`config.mk`:
```
export PLATFORM = sky130hd
export DESIGN_NAME = sem_bank
export DESIGN_NICKNAME = d
export VERILOG_FILES = /design/src/rtl/sem_pkg.sv /design/src/rtl/sem_port_decode.sv /design/src/rtl/sem_flag.sv /design/src/rtl/sem_bank.sv
export SDC_FILE = /design/constraint.sdc
export NUM_CORES = 1
export LEC_CHECK = 0
export BUFFER_PORTS_ARGS = -buffer_cell sky130_fd_sc_hd__buf_4
export CORE_MARGIN = 1.5
export CORE_UTILIZATION = 53
export DETAILED_ROUTE_END_ITERATION = 8
export GPL_ROUTABILITY_DRIVEN = 1
export PLACE_DENSITY = 0.81
export SLEW_MARGIN = 20
export SYNTH_ARGS = -nofsm -noshare
export SYNTH_HDL_FRONTEND = slang
export SYNTH_HIERARCHICAL = 1
export SYNTH_SLANG_ARGS = --single-unit
```
`constraint.sdc`:
```
create_clock -name clk -period 2.15 [get_ports clk]
set_clock_uncertainty 0.05 [all_clocks]
set_input_delay 0 -clock clk [delete_from_list [all_inputs] [get_ports clk]]
set_output_delay 0 -clock clk [all_outputs]
set_load 0.005 [all_outputs]
```
`src/rtl/sem_pkg.sv`:
```
package sem_pkg;

  typedef enum logic [1:0] {
    OWN_NONE  = 2'd0,
    OWN_LEFT  = 2'd1,
    OWN_RIGHT = 2'd2
  } own_t;

  typedef struct packed {
    own_t owner;
    logic wait_l;
    logic wait_r;
  } flag_state_t;

  // Next state of one flag given this cycle's per-port request and release pulses.
  function automatic flag_state_t flag_next(
    input flag_state_t cur,
    input logic        l_req,
    input logic        l_rel,
    input logic        r_req,
    input logic        r_rel
  );
    flag_state_t nxt;
    logic want_l;
    logic want_r;
    want_l = (cur.wait_l | l_req) & ~l_rel;
    want_r = (cur.wait_r | r_req) & ~r_rel;
    nxt = cur;
    case (cur.owner)
      OWN_LEFT: begin
        nxt.wait_l = 1'b0;
        if (l_rel) begin
          nxt.owner  = want_r ? OWN_RIGHT : OWN_NONE;
          nxt.wait_r = 1'b0;
        end else begin
          nxt.wait_r = want_r;
        end
      end
      OWN_RIGHT: begin
        nxt.wait_r = 1'b0;
        if (r_rel) begin
          nxt.owner  = want_l ? OWN_LEFT : OWN_NONE;
          nxt.wait_l = 1'b0;
        end else begin
          nxt.wait_l = want_l;
        end
      end
      default: begin
        nxt.wait_l = 1'b0;
        nxt.wait_r = 1'b0;
        nxt.owner  = OWN_NONE;
        if (l_req) begin
          nxt.owner  = OWN_LEFT;
          nxt.wait_r = r_req;
        end else if (r_req) begin
          nxt.owner = OWN_RIGHT;
        end
      end
    endcase
    return nxt;
  endfunction

endpackage

```
`src/rtl/sem_port_decode.sv`:
```
module sem_port_decode #(
  parameter int NUM_SEM = 8,
  parameter int DATA_W  = 16,
  localparam int IDX_W  = $clog2(NUM_SEM)
) (
  input  logic              clk,
  input  logic              rst_n,
  input  logic              sem_en,
  input  logic              mem_en,
  input  logic [IDX_W-1:0]  idx,
  input  logic              wr,
  input  logic [DATA_W-1:0] wdata,
  output logic              access,
  output logic [NUM_SEM-1:0] req_vec,
  output logic [NUM_SEM-1:0] rel_vec
);

  logic wbit;
  assign access = sem_en & ~mem_en;
  assign wbit   = wdata[0];

  generate
    for (genvar i = 0; i < NUM_SEM; i++) begin : g_sel
      logic hit;
      assign hit        = access & wr & (idx == IDX_W'(i));
      assign req_vec[i] = hit & ~wbit;
      assign rel_vec[i] = hit & wbit;
    end
  endgenerate

  // a single write reaches at most one flag.
  a_r10_single_target: assert property (@(posedge clk) disable iff (!rst_n)
    $onehot0(req_vec | rel_vec));

  // without a valid access no flag sees a pulse.
  a_r2_gated_access: assert property (@(posedge clk) disable iff (!rst_n)
    !(sem_en && !mem_en) |-> ((req_vec | rel_vec) == '0));

endmodule

```
`src/rtl/sem_flag.sv`:
```
module sem_flag
  import sem_pkg::*;
(
  input  logic clk,
  input  logic rst_n,
  input  logic l_req,
  input  logic l_rel,
  input  logic r_req,
  input  logic r_rel,
  output own_t owner
);

  flag_state_t cur, nxt;

  // Named events for the assertions.
  logic hand_to_r, hand_to_l, free_rel, tie_req;
  assign hand_to_r = (cur.owner == OWN_LEFT)  && l_rel && cur.wait_r && !r_rel;
  assign hand_to_l = (cur.owner == OWN_RIGHT) && r_rel && cur.wait_l && !l_rel;
  assign free_rel  = ((cur.owner == OWN_LEFT) && l_rel && !cur.wait_r && !r_req) ||
                     ((cur.owner == OWN_RIGHT) && r_rel && !cur.wait_l && !l_req);
  assign tie_req   = (cur.owner == OWN_NONE) && l_req && r_req;

  always_comb nxt = flag_next(cur, l_req, l_rel, r_req, r_rel);

  always_ff @(posedge clk or negedge rst_n) begin
    if (!rst_n) begin
      cur <= '{owner: OWN_NONE, wait_l: 1'b0, wait_r: 1'b0};
    end else begin
      cur <= nxt;
    end
  end

  assign owner = cur.owner;

  a_r1_free_no_wait: assert property (@(posedge clk) disable iff (!rst_n)
    (cur.owner == OWN_NONE) |-> (!cur.wait_l && !cur.wait_r));

  a_r6_pass_to_right: assert property (@(posedge clk) disable iff (!rst_n)
    hand_to_r |=> (owner == OWN_RIGHT));

  a_r6_pass_to_left: assert property (@(posedge clk) disable iff (!rst_n)
    hand_to_l |=> (owner == OWN_LEFT));

  a_r7_release_frees: assert property (@(posedge clk) disable iff (!rst_n)
    free_rel |=> (owner == OWN_NONE));

  a_r9_left_wins: assert property (@(posedge clk) disable iff (!rst_n)
    tie_req |=> (owner == OWN_LEFT && cur.wait_r));

  a_r5_holder_kept: assert property (@(posedge clk) disable iff (!rst_n)
    (cur.owner == OWN_LEFT && !l_rel) |=> (owner == OWN_LEFT));

  a_r8_withdraw: assert property (@(posedge clk) disable iff (!rst_n)
    (cur.owner == OWN_LEFT && !l_rel && r_rel) |=> !cur.wait_r);

endmodule

```
`src/rtl/sem_bank.sv`:
```
module sem_bank
  import sem_pkg::*;
#(
  parameter int NUM_SEM = 8,
  parameter int DATA_W  = 16,
  localparam int IDX_W  = $clog2(NUM_SEM)
) (
  input  logic              clk,
  input  logic              rst_n,
  input  logic              l_sem_en,
  input  logic              l_mem_en,
  input  logic [IDX_W-1:0]  l_idx,
  input  logic              l_wr,
  input  logic [DATA_W-1:0] l_wdata,
  output logic [DATA_W-1:0] l_rdata,
  input  logic              r_sem_en,
  input  logic              r_mem_en,
  input  logic [IDX_W-1:0]  r_idx,
  input  logic              r_wr,
  input  logic [DATA_W-1:0] r_wdata,
  output logic [DATA_W-1:0] r_rdata
);

  // All zeros when the reader holds the token, all ones otherwise.
  function automatic logic [DATA_W-1:0] read_word(input logic held);
    return {DATA_W{~held}};
  endfunction

  logic               l_access, r_access;
  logic [NUM_SEM-1:0] l_req, l_rel, r_req, r_rel;
  own_t               owner [NUM_SEM];

  sem_port_decode #(.NUM_SEM(NUM_SEM), .DATA_W(DATA_W)) u_ldec (
    .clk(clk), .rst_n(rst_n), .sem_en(l_sem_en), .mem_en(l_mem_en),
    .idx(l_idx), .wr(l_wr), .wdata(l_wdata),
    .access(l_access), .req_vec(l_req), .rel_vec(l_rel)
  );

  sem_port_decode #(.NUM_SEM(NUM_SEM), .DATA_W(DATA_W)) u_rdec (
    .clk(clk), .rst_n(rst_n), .sem_en(r_sem_en), .mem_en(r_mem_en),
    .idx(r_idx), .wr(r_wr), .wdata(r_wdata),
    .access(r_access), .req_vec(r_req), .rel_vec(r_rel)
  );

  generate
    for (genvar i = 0; i < NUM_SEM; i++) begin : g_flag
      sem_flag u_flag (
        .clk(clk), .rst_n(rst_n),
        .l_req(l_req[i]), .l_rel(l_rel[i]),
        .r_req(r_req[i]), .r_rel(r_rel[i]),
        .owner(owner[i])
      );
    end
  endgenerate

  logic l_held, r_held;
  assign l_held  = (owner[l_idx] == OWN_LEFT);
  assign r_held  = (owner[r_idx] == OWN_RIGHT);
  assign l_rdata = l_access ? read_word(l_held) : '0;
  assign r_rdata = r_access ? read_word(r_held) : '0;

  // two ports reading one index never both see the token.
  a_r3_exclusive_read: assert property (@(posedge clk) disable iff (!rst_n)
    (l_access && r_access && l_idx == r_idx) |-> !(l_rdata == '0 && r_rdata == '0));

  // a port that is not accessing reads zero.
  a_r2_idle_read: assert property (@(posedge clk) disable iff (!rst_n)
    (!l_access) |-> (l_rdata == '0));

endmodule

```
==> metrics.txt <==
period utilization=0.900; Worst setup SP type=flop; Port Buffers=47; clk sinks=32; Antenna Cells=0; Worst Hold Depth=4; final WL=between 5 and 6 mm; sequential share of the synthesized area=0.285; die area=about 5700 um^2; Worst Min Path Start=r_wdata[0]; Hold Path Class=in2reg; core area=about 5100 um^2; DP Area=2900 um^2; setup bufs post-CTS=0; setup slack after layout=between 0.2 and 0.25 ns; gr ovfl total=0; post-layout min period=slightly below 2 ns; worst slew pin tran=between 0.6 and 0.7 ns; met2 Use GR=0.371; post-synthesis async set-or-reset flop share=1.00; setup TNS=0 ns; CTS Hold Buffers Added=1; CP endpoint kind=output pin; clock power share=0.376; Pwr Density=between 400 and 500 nW/um^2; dpl hpwl=~4.3 mm; Most used DFF post-synth=dfrtp_1; Pre-antenna DRT Iters=4; endpoints failing setup=0; FF-to-FF Start=g_flag[7].u_flag/owner[0]$_DFFE_PN0P_; Worst Hold Path EP=g_flag[2].u_flag/cur[0]$_DFF_PN0_; reg2reg setup slack=0.41 ns; via density per instance=5.51; mapped cell area=between 2000 and 3000 um^2; Final Hold Fails=0; sequential share of power=0.469; relative slew slack=0.583; Lkg Pwr=between 0.001 and 0.0015 uW; Mapped Cells=331; Yosys cell types=39; worst vdd ir=0.000237 V; Ports=~80; status=finished, final reports clean; First DRT Iteration DRCs=between 90 and 100; internal power=between 900 and 1000 uW; final layout net count=399; Max Clk Rate=about 520 MHz; EDFF count, synth=0; routed length per placed instance=14.2 um; Slew Limit Fails=0; GP Congestion=0.868; Bufs on Longest Clock Path=2; Reg clk slew, reported paths=around 0.06 ns; reg2reg path depth=5; Die H=~76 um; DRC errors left=0; critical path class=reg2out; GR peak layer=met2; Sw Share=0.253; reg-to-reg endpoint=g_flag[7].u_flag/owner[0]$_DFFE_PN0P_; Comb pwr share=0.155; Layout area overhead=6.77%; first-pass GRT wire length=9.40 mm; via count=2248; Skew-Pair Late Insertion Delay=a little under 0.3 ns; Ys Warns=6; post-route cell area=roughly 3000 um^2; worst-path fanout max=16; RSZ-0062 raised after global routing=no; site row count=26; Post-CTS Resized=0; Mean Syn Cell Area=8.48 um^2; initial antenna violation count=0; syn nets=approximately 390; largest net degree at the start of global routing=33; Die Span X=75.8 um; Sw Pwr=around 330 uW; number of global-route vias before repair=around 2100; H-tree levels=2; Max Cap Viol=0; met1 usage=0.270; Worst Path Arrival=between 1.5 and 2 ns; CTS tree=done; Req. time, crit path=around 2.1 ns; grt met3 use=0.0410; Routed Antenna Nets=0; initial core utilization=0.550; share of cells above drive strength 1=0.228; Setup Slack @ Placement=0.480 ns; Seq cells post-synth=32; root buffer cell=clkbuf_8; cts bufs inserted=5; All-Layer GR Usage=0.218
routing by layer:
layer | part of all wire | wire length, um
met5 | 0 | 0
met4 | 0.024 | 138
met3 | 0.051 | 295
met2 | 0.47 | 2740
met1 | 0.45 | 2610
cells by family after synthesis:
group,after synthesis,synth area share
compound gates,38,0.107
fa+ha+maj,16,0.0713
simple gates,138,0.290
mux,16,0.0619
buf+inv,91,0.185
flops,32,0.285
layout make-up:
type	instances	area, um^2
fillers	454	2110
multi-input cells	208	1490
flip-flops and latches	32	801
repair buffers	51	385
inverters	39	146
clock buffers	8	90.1
well taps	70	87.6
worst max-delay path by stage:
stage / start / endpoint / slack, ns / cells past startpoint
6_report: g_flag[0].u_flag/owner[0]$_DFFE_PN0P_ / r_rdata[9] / 0.21 / 4
2_1_floorplan: g_flag[5].u_flag/owner[1]$_DFFE_PN0P_ / r_rdata[10] / 0.51 / 5
4_1_cts: g_flag[0].u_flag/owner[0]$_DFFE_PN0P_ / r_rdata[9] / 0.18 / 4
5_1_grt: g_flag[0].u_flag/owner[0]$_DFFE_PN0P_ / r_rdata[9] / 0.07 / 4
3_5_place_dp: r_idx[1] / g_flag[0].u_flag/owner[1]$_DFFE_PN0P_ / 0.48 / 6
3_3_place_gp: g_flag[7].u_flag/owner[0]$_DFFE_PN0P_ / g_flag[7].u_flag/owner[0]$_DFFE_PN0P_ / 0.55 / 5
per-stage QoR:
stage / hold WS [ns] / util / total power, uW / std cells
final: 0.0696 / 0.587 / 1290 / 408
after global routing: 0.0772 / 0.587 / 1360 / 408
after CTS: 0.0481 / 0.587 / 1310 / 408
after detailed placement: -0.0741 / 0.567 / 816 / 399
after global placement: -0.0833 / 0.567 / 811 / 399
after floorplan: -0.346 / - / 747 / 331
registers in the layout, indices dropped and copies added, names as in the netlist:
register             count
g_flag.u_flag/cur       16
g_flag.u_flag/owner     16
synthesized netlist by cell type (all sizes together), types with 2 or more instances:
| library cell | number | area share |
|---|---|---|
| dfrtp | 32 | 0.29 |
| and3b | 3 | 0.0094 |
| o41ai | 8 | 0.025 |
| clkbuf | 6 | 0.0098 |
| nor4 | 5 | 0.011 |
| nor2b | 2 | 0.0045 |
| inv | 39 | 0.052 |
| or2 | 5 | 0.016 |
| o22ai | 8 | 0.018 |
| o2bb2ai | 5 | 0.016 |
| mux2i | 5 | 0.018 |
| nand2 | 13 | 0.017 |
| mux2 | 11 | 0.044 |
| nand4bb | 3 | 0.012 |
| nor4b | 2 | 0.0062 |
| nand4b | 4 | 0.017 |
| buf | 46 | 0.12 |
| nor3b | 5 | 0.013 |
| nor3 | 8 | 0.014 |
| o32ai | 8 | 0.025 |
| nand3 | 12 | 0.021 |
| nand3b | 7 | 0.019 |
| or3b | 10 | 0.031 |
| a21oi | 4 | 0.0071 |
| nand2b | 8 | 0.018 |
| ha | 16 | 0.071 |
| nor2 | 44 | 0.059 |
| and2b | 5 | 0.013 |
power groups by stage:
stage               Clock (uW)  Combinational (uW)  Sequential, uW
floorplan                    0                 131             616
global placement             0                 195             616
detailed placement           0                 199             616
CTS                        503                 201             605
global route               529                 226             605
finish                     486                 200             605
critical path, stage by stage, from the launching register on:
cell and delay (ns):
dfrtp_1 0.41, or3b_1 0.38, a21oi_1 0.26, o211ai_2 0.31, buf_4 0.24
cell usage in the layout (no fill, tap or decap), drive strengths merged:
cell type    synthesis  layout
buf                 46      50
nor2                44      44
inv                 39      39
dfrtp               32      32
ha                  16      16
nand2               13      13
nand3               12      12
mux2                11      11
or3b                10      10
o41ai                8       8
nand2b               8       8
nor3                 8       8
o32ai                8       8
o22ai                8       8
clkbuf               6       8
nand3b               7       7
nor3b                5       5
nor4                 5       5
or2                  5       5
and2b                5       5
o2bb2ai              5       5
mux2i                5       5
a21oi                4       4
nand4b               4       4
and3b                3       3
nand4bb              3       3
nor4b                2       2
nor2b                2       2
o21ai                1       1
nor4bb               1       1
a311oi               1       1
a211o                1       1
or4                  1       1
a311o                1       1
o211ai               1       1
dlygate4sd3          0       1
(Power assumes the default switching activity.)
